$ cat src/rtl/tick_timer_pkg.sv
package tick_timer_pkg;

  // Position of the value field inside the data word.
  localparam int unsigned FIELD_LSB = 10;

  // Register window, byte offsets.
  localparam int unsigned OFS_LIMIT      = 0;
  localparam int unsigned OFS_COUNT      = 4;
  localparam int unsigned OFS_LIMIT_KEEP = 8;

  typedef struct packed {
    logic rd_any;       // any read strobe, mapped or not
    logic rd_limit;     // read of the acknowledging limit address
    logic rd_count;     // read of the count / flag word
    logic rd_keep;      // read of the non-acknowledging limit alias
    logic wr_limit;     // write that restarts and clears
    logic wr_keep;      // write that only changes the period
  } tt_access_t;

endpackage

$ cat src/rtl/tt_decode.sv
module tt_decode
  import tick_timer_pkg::*;
#(
  parameter int unsigned ADDR_W = 5
) (
  input  logic              bus_en,
  input  logic              bus_wr,
  input  logic [ADDR_W-1:0] bus_addr,
  output tt_access_t        acc
);

  logic hit_limit;
  logic hit_count;
  logic hit_keep;

  always_comb begin
    hit_limit = (bus_addr == ADDR_W'(OFS_LIMIT));
    hit_count = (bus_addr == ADDR_W'(OFS_COUNT));
    hit_keep  = (bus_addr == ADDR_W'(OFS_LIMIT_KEEP));

    acc          = '0;
    acc.rd_any   = bus_en && !bus_wr;
    acc.rd_limit = bus_en && !bus_wr && hit_limit;
    acc.rd_count = bus_en && !bus_wr && hit_count;
    acc.rd_keep  = bus_en && !bus_wr && hit_keep;
    acc.wr_limit = bus_en &&  bus_wr && hit_limit;
    acc.wr_keep  = bus_en &&  bus_wr && hit_keep;
  end

endmodule

$ cat src/rtl/tt_limit.sv
module tt_limit #(
  parameter int unsigned CNT_W = 22
) (
  input  logic             clk,
  input  logic             rst_n,
  input  logic             load,
  input  logic [CNT_W-1:0] value,
  output logic [CNT_W-1:0] limit_q
);

  always_ff @(posedge clk or negedge rst_n) begin
    if (!rst_n) begin
      limit_q <= '0;
    end else if (load) begin
      limit_q <= value;
    end
  end

endmodule

$ cat src/rtl/tt_counter.sv
module tt_counter #(
  parameter int unsigned CNT_W = 22
) (
  input  logic             clk,
  input  logic             rst_n,
  input  logic             tick_en,
  input  logic             restart,
  input  logic [CNT_W-1:0] limit,
  output logic             terminal,
  output logic [CNT_W-2:0] count_low
);

  localparam logic [CNT_W-1:0] ONE = CNT_W'(1);

  logic [CNT_W-1:0] cnt_q;

  // A zero limit never matches, so the period is off.
  always_comb begin
    terminal  = tick_en && (limit != '0) && (cnt_q == limit);
    count_low = cnt_q[CNT_W-2:0];
  end

  always_ff @(posedge clk or negedge rst_n) begin
    if (!rst_n) begin
      cnt_q <= '0;
    end else if (restart) begin
      cnt_q <= ONE;
    end else if (terminal) begin
      cnt_q <= ONE;
    end else if (tick_en) begin
      cnt_q <= cnt_q + ONE;
    end
  end

endmodule

$ cat src/rtl/tt_flag.sv
module tt_flag (
  input  logic clk,
  input  logic rst_n,
  input  logic set,
  input  logic ack,
  input  logic clear,
  output logic flag_q
);

  // clear (limit write) beats set; set beats ack so no period is lost.
  always_ff @(posedge clk or negedge rst_n) begin
    if (!rst_n) begin
      flag_q <= 1'b0;
    end else if (clear) begin
      flag_q <= 1'b0;
    end else if (set) begin
      flag_q <= 1'b1;
    end else if (ack) begin
      flag_q <= 1'b0;
    end
  end

endmodule

$ cat src/rtl/tick_timer.sv
module tick_timer
  import tick_timer_pkg::*;
#(
  parameter  int unsigned ADDR_W = 5,
  parameter  int unsigned CNT_W  = 22,
  localparam int unsigned DATA_W = CNT_W + FIELD_LSB
) (
  input  logic              clk,
  input  logic              rst_n,
  input  logic              tick_en,
  input  logic              bus_en,
  input  logic              bus_wr,
  input  logic [ADDR_W-1:0] bus_addr,
  input  logic [DATA_W-1:0] bus_wdata,
  output logic              rd_valid,
  output logic [DATA_W-1:0] rd_data,
  output logic              irq
);

  localparam logic [FIELD_LSB-1:0] LOW_ZERO = '0;

  tt_access_t       acc;
  logic [CNT_W-1:0] limit_q;
  logic [CNT_W-2:0] count_low;
  logic             terminal;
  logic [DATA_W-1:0] rd_next;
  logic             unused_wdata_low;

  assign unused_wdata_low = ^bus_wdata[FIELD_LSB-1:0];

  tt_decode #(.ADDR_W(ADDR_W)) u_decode (
    .bus_en   (bus_en),
    .bus_wr   (bus_wr),
    .bus_addr (bus_addr),
    .acc      (acc)
  );

  tt_limit #(.CNT_W(CNT_W)) u_limit (
    .clk     (clk),
    .rst_n   (rst_n),
    .load    (acc.wr_limit || acc.wr_keep),
    .value   (bus_wdata[DATA_W-1:FIELD_LSB]),
    .limit_q (limit_q)
  );

  tt_counter #(.CNT_W(CNT_W)) u_counter (
    .clk       (clk),
    .rst_n     (rst_n),
    .tick_en   (tick_en),
    .restart   (acc.wr_limit),
    .limit     (limit_q),
    .terminal  (terminal),
    .count_low (count_low)
  );

  tt_flag u_flag (
    .clk    (clk),
    .rst_n  (rst_n),
    .set    (terminal),
    .ack    (acc.rd_limit),
    .clear  (acc.wr_limit),
    .flag_q (irq)
  );

  always_comb begin
    rd_next = '0;
    if (acc.rd_limit || acc.rd_keep) begin
      rd_next = {limit_q, LOW_ZERO};
    end else if (acc.rd_count) begin
      rd_next = {irq, count_low, LOW_ZERO};
    end
  end

  always_ff @(posedge clk or negedge rst_n) begin
    if (!rst_n) begin
      rd_valid <= 1'b0;
      rd_data  <= '0;
    end else begin
      rd_valid <= acc.rd_any;
      rd_data  <= acc.rd_any ? rd_next : '0;
    end
  end

endmodule

$ cat config.mk
export PLATFORM = sky130hd
export DESIGN_NAME = tick_timer
export DESIGN_NICKNAME = d
export VERILOG_FILES = /design/src/rtl/tick_timer_pkg.sv /design/src/rtl/tt_decode.sv /design/src/rtl/tt_limit.sv /design/src/rtl/tt_counter.sv /design/src/rtl/tt_flag.sv /design/src/rtl/tick_timer.sv
export SDC_FILE = /design/constraint.sdc
export NUM_CORES = 1
export LEC_CHECK = 0
export ABC_AREA = 0
export ABC_CLOCK_PERIOD_IN_PS = 2490
export BUFFER_PORTS_ARGS = -buffer_cell sky130_fd_sc_hd__buf_2
export CAP_MARGIN = 40
export CORE_AREA = 2 2 89 91
export CTS_BUF_LIST = sky130_fd_sc_hd__clkbuf_8
export CTS_CLUSTER_SIZE = 24
export DETAILED_ROUTE_END_ITERATION = 7
export DIE_AREA = 0 0 91 93
export HOLD_SLACK_MARGIN = 0.05
export PLACE_DENSITY = 0.68
export SKIP_CTS_REPAIR_TIMING = 1
export SYNTH_ARGS = -nofsm -noshare
export SYNTH_HDL_FRONTEND = slang
export SYNTH_SLANG_ARGS = --single-unit
$ cat constraint.sdc
create_clock -name clk -period 2.49 [get_ports clk]
set_input_delay 0.3735 -clock clk [delete_from_list [all_inputs] [get_ports clk]]
set_output_delay 0.3735 -clock clk [all_outputs]
set_load 0.02 [all_outputs]
==> summary.md, run 1 <==
| Metric | Value |
|---|---|
| Slew of the pin with the lowest slew margin | `0.628 ns` |
| Site Rows | `32` |
| Insertion delay to the later sink of the worst-skew pair | `0.35 ns` |
| Seq/Total Area, Yosys | `52.3%` |
| Clock Sink Count | `68` |
| Global Route Usage Sum | `18.2%` |
| Min Clock Period, post-route | `2.26 ns` |
| Final setup violation count | `0` |
| Number of max-slew violations in the final report | `0` |
| CTS tree | `done` |
| Cell breakdown of the critical path | `or4_1, or4_4, and3_4, or3_1` |
| Count of cell instances traversed by the critical path | `4` |
| Critical Path Sink Type | `flop` |
| R2R setup slack | `0.23 ns` |
| Peak supply drop | `391 uV` |
| Gp weighted congestion | `0.882` |
| Gate count after technology mapping | `278` |
| Worst Path Required | `2.73 ns` |
| Family with the most delay on the worst path | `simple AND/OR/NAND/NOR gates` |
| Number of enable-type register cells in the synthesized netlist | `0` |
| Detailed-placement wirelength estimate | `5110 um` |
| Total grt overflow | `0` |
| Warnings from Yosys | `0` |
| Number of antenna violations at the first check in global routing | `0` |
| Power Density | `821 nW/um^2` |
| Total number of H-tree levels | `3` |
| Hold Path Class | `in2reg` |
| Area fraction of the dominant cell type after synthesis | `52.3%` |
| Initial Utilization | `43.2%` |
| Min Hold Slack | `0.193 ns` |
| Maximum Capacitance Violations | `0` |
| Clock edge transition at the registers on the reported setup and hold paths | `0.08 ns` |
| Worst-case hold path end point | `rd_valid$_DFF_PN0_` |
| Port Buf Inserts | `55` |
| Final worst path period share | `90.6%` |
| Vias post-DR | `2397` |
| TritonCTS Buffers | `9` |
| Layout area overhead | `18.7%` |
| Slowest-stage cell, CP | `or4_1` |
| Design Power | `3.17 mW` |
| Count of placed standard cells including taps | `424` |
| Antenna viol nets, final | `0` |
| Leading cell types by count after synthesis | `68 x dfrtp_1, 37 x xnor2_1, 23 x nor3_1` |
| Max Clk Rate | `0.443 GHz` |
| Post-Syn Area per Cell | `11.7 sq um` |
| Launching instance or port of the critical path | `u_limit.limit_q[4]$_DFFE_PN0P_` |
| Number of filler cells placed in the layout | `701` |
| Count of cells along the worst register-to-register path | `4` |
| NumNets Final | `377` |
| Total negative slack for setup checks | `0 ns` |
| Startpoint of the lowest-slack hold path | `bus_wr` |
| Launch instance of the worst register-to-register path | `u_limit.limit_q[4]$_DFFE_PN0P_` |
| Most common flop cell mapped by yosys | `dfrtp_1` |
| Top-level port count | `76` |
| Maximum number of pins on one net before global-route repair | `27` |
| Drt first-iter violations | `171` |
| Result of the run | `finished, final reports clean` |
| Worst path arrival time | `2.49 ns` |
| Die outline height | `93 um` |
| Unrepaired setup endpoints after global routing | `no` |
| Maximum net fanout on the critical path | `21` |
| Diode count | `0` |
| Final WL | `7180 um` |
| Leading post-synthesis cells by cell area | `dfrtp_1 52%, xnor2_1 10%, mux2_2 7.6%, a22o_1 5.7%, nor3_1 3.5%` |
| Buffer depth of the longest clock path | `2` |
| Yosys reg bits | `68` |
| Count of final hold-check violations | `0` |
| Worst reg2reg endpoint | `u_counter.cnt_q[0]$_DFFE_PN0P_` |
| Class of the most critical setup path | `reg2reg` |
| Static leakage | `1.76 nW` |
| Floorplan die area | `8460 sq um` |
| Wire length of the first global-routing pass | `11800 um` |
| Share of async-settable or async-resettable flops after synthesis | `100%` |
| CTS Root Cell | `clkbuf_8` |
| Most instantiated library cell after synthesis | `dfrtp_1` |
| Crit start category | `flop` |
| Netlist area before placement | `3250 sq um` |
| Critical path's largest stage delay | `0.57 ns` |
| Average wire length per cell after detail routing | `16.3 um` |
| Overall die width | `91 um` |
| Critical path buffers and inverters | `0` |
| Via density per instance | `5.44` |
| Fraction of final layout cells with drive strength greater than 1 | `31.9%` |
| Hold-critical path depth | `2` |
| Rel. slew slack | `57.7%` |
| Clock skew | `0.0111 ns` |
| TritonRoute pass-1 iters | `4` |
| Vias in the first global route | `2345` |
| Non-Filler Instances | `441` |
| DRC violations left | `0` |
| Post-synthesis cell type with the largest combined area | `dfrtp_1` |
| Distinct cell type count after synthesis | `36` |
| CORE AREA | `7530 sq um` |
-- cell type report --
class / instances / area (sq um) / area share (%)
Clock buffer: 10 / 138 / 3.57
Clock inverter: 6 / 111 / 2.88
Inverter: 1 / 3.75 / 0.0972
Multi-Input combinational cell: 187 / 1410 / 36.5
Sequential cell: 68 / 1700 / 44.1
Tap cell: 102 / 128 / 3.31
Timing Repair Buffer: 67 / 368 / 9.53
-- registers in the layout (all words and copies together), names as in the netlist --
| register | cells |
|---|---|
| rd_valid | 1 |
| u_flag.flag_q | 1 |
| rd_data | 22 |
| u_counter.cnt_q | 22 |
| u_limit.limit_q | 22 |
-- through the flow --
stage | utilization (%) | setup WS (ns) | area [sq um]
2_1_floorplan | - | 0.456 | 3290
3_3_place_gp | 47.8 | 0.247 | 3600
3_5_place_dp | 47.8 | 0.257 | 3600
4_1_cts | 51.1 | 0.248 | 3850
5_1_grt | 51.3 | 0.143 | 3860
6_report | 51.3 | 0.233 | 3860
-- power by group --
part	leakage, nW	total [mW]	switching, mW	internal [mW]
combinational	0.741	0.558	0.265	0.293
sequential	0.892	1.49	0.236	1.26
clock	0.122	1.12	0.426	0.692
-- cells in the final DEF (no fill, tap or decap), types with 6 or more instances in the layout --
| cell | count |
|---|---|
| conb_1 | 10 |
| nor3_1 | 23 |
| clkbuf_8 | 10 |
| xor2_1 | 6 |
| mux2_2 | 22 |
| xnor2_1 | 37 |
| nor4_1 | 15 |
| nand2_1 | 9 |
| buf_2 | 55 |
| nand4_1 | 11 |
| a22o_1 | 21 |
| dfrtp_1 | 68 |
| buf_4 | 11 |
-- worst max path at each step --
stage                                                end  slack (ns)
final                     u_counter.cnt_q[0]$_DFFE_PN0P_        0.23
after global routing      u_counter.cnt_q[0]$_DFFE_PN0P_        0.14
after CTS                 u_counter.cnt_q[0]$_DFFE_PN0P_        0.25
after detailed placement  u_counter.cnt_q[0]$_DFFE_PN0P_        0.26
after global placement    u_counter.cnt_q[0]$_DFFE_PN0P_        0.25
after floorplan           u_counter.cnt_q[0]$_DFFE_PN0P_        0.46
-- per-layer routing --
metal	share of wire, %	global-route usage, %	vias up
met1	43	23.8	1187
met5	0	0	-
li1	-	-	1097
met4	3.2	10.1	0
met2	47	28.2	94
met3	6.5	3.95	19
-- logic make-up after synthesis --
group                      synth area share, %
and+or+nand+nor                           15.7
other                                    0.115
xor gates and xnor gates                  11.6
AOI/OAI and AO/OA                         6.88
DFF                                       52.3
muxes                                     7.62
buffers and inverters                     5.38
adders and majority gates                0.385
(Power assumes the default switching activity.)
==> run 2, diff against run 1 <==
--- a/config.mk
+++ b/config.mk
@@ -9,13 +9,15 @@
 export ABC_CLOCK_PERIOD_IN_PS = 2490
 export BUFFER_PORTS_ARGS = -buffer_cell sky130_fd_sc_hd__buf_2
 export CAP_MARGIN = 40
-export CORE_AREA = 2 2 89 91
+export CELL_PAD_IN_SITES_DETAIL_PLACEMENT = 0
+export CELL_PAD_IN_SITES_GLOBAL_PLACEMENT = 1
+export CORE_AREA = 5 5 92 94
 export CTS_BUF_LIST = sky130_fd_sc_hd__clkbuf_8
 export CTS_CLUSTER_SIZE = 24
 export DETAILED_ROUTE_END_ITERATION = 7
-export DIE_AREA = 0 0 91 93
+export DIE_AREA = 0 0 97 99
 export HOLD_SLACK_MARGIN = 0.05
-export PLACE_DENSITY = 0.68
+export PLACE_DENSITY = 0.83
 export SKIP_CTS_REPAIR_TIMING = 1
 export SYNTH_ARGS = -nofsm -noshare
 export SYNTH_HDL_FRONTEND = slang
==> summary.md, run 2 (same netlist as run 1, synthesis figures left out) <==
| Metric | Value |
|---|---|
| Insertion delay to the later sink of the worst-skew pair | `0.34 ns` |
| Critical path buffers and inverters | `1` |
| Design Power | `2.97 mW` |
| Peak supply drop | `426 uV` |
| Unrepaired setup endpoints after global routing | `no` |
| Hold Path Class | `in2reg` |
| Crit start category | `flop` |
| Share of total power in sequential cells | `50.3%` |
| Vias in the first global route | `2420` |
| Switch share | `30.6%` |
| Number of antenna violations at the first check in global routing | `0` |
| Vias post-DR | `2367` |
| Worst Path Required | `2.74 ns` |
| Die outline height | `99 um` |
| Top-level port count | `76` |
| Max Clk Rate | `0.451 GHz` |
| Gp weighted congestion | `0.826` |
| Rel. slew slack | `64.4%` |
| Clock Sink Count | `68` |
| Critical Path Sink Type | `flop` |
| Relative contribution of combinational cells to total power | `18.7%` |
| Most used cells in the layout excluding fill and tap cells | `68 x dfrtp_1, 55 x buf_2, 37 x xnor2_1, 23 x nor3_1, 22 x mux2_2` |
| Min Clock Period, post-route | `2.22 ns` |
| Buffer depth of the longest clock path | `2` |
| Worst path arrival time | `2.47 ns` |
| CTS tree | `done` |
| Design internal power | `2.06 mW` |
| Wire length of the first global-routing pass | `12200 um` |
| Detailed-placement wirelength estimate | `5260 um` |
| Port Buf Inserts | `55` |
| Drt first-iter violations | `149` |
| Overall die width | `97 um` |
| Slowest-stage cell, CP | `or4_1` |
| NumNets Final | `377` |
| Clock edge transition at the registers on the reported setup and hold paths | `0.07 ns` |
| Family with the most delay on the worst path | `simple AND/OR/NAND/NOR gates` |
| Count of placed standard cells including taps | `424` |
| Final worst path period share | `89.1%` |
| Maximum number of pins on one net before global-route repair | `36` |
| Diode count | `0` |
| Largest registers in the final layout | `rd_data x22, u_counter.cnt_q x22, u_limit.limit_q x22` |
| Fraction of final layout cells with drive strength greater than 1 | `31.6%` |
| Total grt overflow | `0` |
| Class of the most critical setup path | `reg2reg` |
| R2R setup slack | `0.27 ns` |
| Final WL | `7360 um` |
| Average wire length per cell after detail routing | `16.7 um` |
| Maximum Capacitance Violations | `0` |
| Slew of the pin with the lowest slew margin | `0.529 ns` |
| CORE AREA | `7570 sq um` |
| Total negative slack for setup checks | `0 ns` |
| Most common cell after layout, fill and taps aside | `dfrtp_1` |
| Power Density | `779 nW/um^2` |
| Maximum net fanout on the critical path | `12` |
| Total number of H-tree levels | `3` |
| Design area | `3810 sq um` |
| DRC violations left | `0` |
| Post-place instance area | `3600 sq um` |
| Floorplan die area | `9600 sq um` |
| Global Route Usage Sum | `15.9%` |
| Antenna viol nets, final | `0` |
| Finished Core Util | `50.4%` |
| Layout area overhead | `17.2%` |
| TritonRoute pass-1 iters | `4` |
| Initial Utilization | `43.0%` |
| Via density per instance | `5.37` |
| Clock skew | `0.00733 ns` |
| Number of filler cells placed in the layout | `687` |
| Result of the run | `finished, final reports clean` |
| Count of final hold-check violations | `0` |
| CTS Root Cell | `clkbuf_8` |
| Clock network power share | `31.0%` |
| Non-Filler Instances | `441` |
| Switch Pwr | `0.910 mW` |
| Final setup violation count | `0` |
| Critical path's largest stage delay | `0.58 ns` |
| Site Rows | `32` |
| Cell breakdown of the critical path | `or4_1, or4_4, and3_4, buf_4, nor3_1` |
| TritonCTS Buffers | `9` |
| Static leakage | `1.74 nW` |
| Number of max-slew violations in the final report | `0` |
-- run 2: through the flow --
stage | hold slack (ns) | worst slack, ns
global placement | 0.211 | 0.284
detailed placement | 0.207 | 0.283
CTS | -0.169 | 0.263
global route | 0.193 | 0.178
floorplan | 0.0779 | 0.456
finish | 0.198 | 0.272
-- run 2: cell type report --
class                           instances  area (sq um)  area share [%]
Clock inverter                          5          51.3            1.35
Inverter                                1          3.75          0.0984
Tap cell                              102           128            3.35
Clock buffer                           11           151            3.97
Multi-Input combinational cell        187          1410            37.0
Sequential cell                        68          1700            44.6
Timing Repair Buffer                   67           368            9.65
-- run 2: power groups by stage --
stage	clock (mW)	combinational [mW]	sequential, mW
global route	0.990	0.613	1.52
global placement	0	0.543	1.51
detailed placement	0	0.555	1.51
floorplan	0	0.471	1.41
CTS	0.943	0.560	1.49
finish	0.920	0.555	1.49
-- run 2: path summary, 6_finish.rpt --
kind | from | endpoint | cells after the start
worst max-delay path | u_limit.limit_q[4]$_DFFE_PN0P_ | u_counter.cnt_q[17]$_DFFE_PN0P_ | 5
worst min-delay path | bus_wr | rd_valid$_DFF_PN0_ | 2
worst max register to register | u_limit.limit_q[4]$_DFFE_PN0P_ | u_counter.cnt_q[17]$_DFFE_PN0P_ | 5
worst min register to register | u_flag.flag_q$_DFFE_PN0P_ | rd_data[31]$_DFF_PN0_ | 1
max in group asynchronous | rst_n | u_counter.cnt_q[7]$_DFFE_PN0P_ | 3
min in group asynchronous | rst_n | rd_data[18]$_DFF_PN0_ | 2
-- run 2: worst reg2reg max path, cell delays in order, from the launching register on --
cell	delay, ns
dfrtp_1	0.43
or4_1	0.58
or4_4	0.52
and3_4	0.23
buf_4	0.19
nor3_1	0.20
-- run 2: layer usage --
metal  track usage [%]  part of all wire (%)  up-vias
met2              25.3                    48       92
met4              5.83                   1.2        0
met3              3.89                   7.0       10
met5                 0                     0        -
li1                  -                     -     1100
met1              21.2                    43     1165
==> run 3, diff against run 2 <==
--- a/config.mk
+++ b/config.mk
@@ -17,6 +17,7 @@
 export DETAILED_ROUTE_END_ITERATION = 7
 export DIE_AREA = 0 0 97 99
 export HOLD_SLACK_MARGIN = 0.05
+export MAX_ROUTING_LAYER = met4
 export PLACE_DENSITY = 0.83
 export SKIP_CTS_REPAIR_TIMING = 1
 export SYNTH_ARGS = -nofsm -noshare
==> summary.md, run 3 (same netlist as run 1, synthesis figures left out) <==
| Metric | Value |
|---|---|
| Result of the run | `finished, final reports clean` |
| Final worst path period share | `89.5%` |
| TritonCTS Buffers | `9` |
| NumNets Final | `377` |
| Site Rows | `32` |
| Post-place instance area | `3600 sq um` |
| Number of max-slew violations in the final report | `0` |
| Maximum number of pins on one net before global-route repair | `36` |
| Most used cells in the layout excluding fill and tap cells | `68 x dfrtp_1, 55 x buf_2, 37 x xnor2_1, 23 x nor3_1, 22 x mux2_2` |
| Min Clock Period, post-route | `2.23 ns` |
| Crit start category | `flop` |
| Design area | `3810 sq um` |
| Most common cell after layout, fill and taps aside | `dfrtp_1` |
| Final setup violation count | `0` |
| DRC violations left | `0` |
| Unrepaired setup endpoints after global routing | `no` |
| TritonRoute pass-1 iters | `4` |
| Critical path's largest stage delay | `0.58 ns` |
| Insertion delay to the later sink of the worst-skew pair | `0.34 ns` |
| Clock Sink Count | `68` |
| CORE AREA | `7570 sq um` |
| Maximum net fanout on the critical path | `12` |
| Number of antenna violations at the first check in global routing | `0` |
| Clock edge transition at the registers on the reported setup and hold paths | `0.07 ns` |
| Total negative slack for setup checks | `0 ns` |
| Hold-critical path depth | `2` |
| Maximum Capacitance Violations | `0` |
| Floorplan die area | `9600 sq um` |
| Buffer depth of the longest clock path | `2` |
| CTS Root Cell | `clkbuf_8` |
| Diode count | `0` |
| Total grt overflow | `0` |
| Total number of H-tree levels | `3` |
| Initial Utilization | `43.0%` |
| Number of filler cells placed in the layout | `687` |
| Layout area overhead | `17.2%` |
| Antenna viol nets, final | `0` |
| Critical Path Sink Type | `flop` |
| Rel. slew slack | `64.2%` |
| Cell breakdown of the critical path | `or4_1, or4_4, and3_4, buf_4, nor3_1` |
| Slowest-stage cell, CP | `or4_1` |
| Vias post-DR | `2370` |
| Global Route Usage Sum | `16.4%` |
| Gp weighted congestion | `0.839` |
| Worst Path Required | `2.74 ns` |
| Hold Path Class | `in2reg` |
| Drt first-iter violations | `153` |
| Port Buf Inserts | `55` |
| Design Power | `2.97 mW` |
| Count of final hold-check violations | `0` |
| Average wire length per cell after detail routing | `16.6 um` |
| Slew of the pin with the lowest slew margin | `0.531 ns` |
| Class of the most critical setup path | `reg2reg` |
| Final WL | `7320 um` |
| Top-level port count | `76` |
| Largest registers in the final layout | `rd_data x22, u_counter.cnt_q x22, u_limit.limit_q x22` |
| Count of placed standard cells including taps | `424` |
| Clock skew | `0.00769 ns` |
| Overall die width | `97 um` |
| Worst path arrival time | `2.48 ns` |
| Count of cells along the worst register-to-register path | `5` |
| Fraction of final layout cells with drive strength greater than 1 | `31.6%` |
| Power Density | `778 nW/um^2` |
| Non-Filler Instances | `441` |
| Peak supply drop | `426 uV` |
| Die outline height | `99 um` |
| Static leakage | `1.74 nW` |
| Max Clk Rate | `0.449 GHz` |
| Wire length of the first global-routing pass | `12200 um` |
| Detailed-placement wirelength estimate | `5260 um` |
| Min Hold Slack | `0.198 ns` |
| CTS tree | `done` |
| Vias in the first global route | `2415` |
| Via density per instance | `5.37` |
-- run 3: cell counts in the layout (fill, tap and decap cells not counted) --
No cell type changed its count.
-- run 3: layer usage --
metal	vias to the layer above	track usage, %	part of all wire (%)
met2	75	25.4	49
met4	0	5.83	1.6
met1	1182	21.0	44
li1	1103	-	-
met3	10	3.89	5.9
met5	-	-	0
-- run 3: cell type report --
class                      count  area [sq um]  area share, %
multi-input combinational    187          1410           37.0
clock inverter                 5          51.3           1.35
tap                          102           128           3.35
clock buffer                  11           151           3.97
sequential                    68          1700           44.6
timing repair buffer          67           368           9.65
inverter                       1          3.75         0.0984
-- run 3: worst max-delay path, delay by kind of cell (launching register included) --
family / cells / cell delay [ns]
buffers and inverters: 1 / 0.19
DFF: 1 / 0.43
and+or+nand+nor: 4 / 1.53
-- run 3: power by group --
group	switching (mW)	internal, mW
clock network	0.409	0.510
logic	0.261	0.294
registers	0.236	1.26
total	0.906	2.06
-- run 3: path summary, 6_finish.rpt --
kind	from	to	slack [ns]
max in group asynchronous	rst_n	u_counter.cnt_q[7]$_DFFE_PN0P_	1.45
min in group asynchronous	rst_n	rd_data[18]$_DFF_PN0_	0.38
min	bus_wr	rd_valid$_DFF_PN0_	0.20
min reg2reg	u_flag.flag_q$_DFFE_PN0P_	rd_data[31]$_DFF_PN0_	0.56
max reg2reg	u_limit.limit_q[4]$_DFFE_PN0P_	u_counter.cnt_q[17]$_DFFE_PN0P_	0.26
max	u_limit.limit_q[4]$_DFFE_PN0P_	u_counter.cnt_q[17]$_DFFE_PN0P_	0.26
-- run 3: through the flow --
step                setup WS [ns]  utilization (%)
floorplan                   0.456                -
global placement            0.284             47.6
detailed placement          0.283             47.6
CTS                         0.263             50.3
global route                0.178             50.4
finish                      0.261             50.4
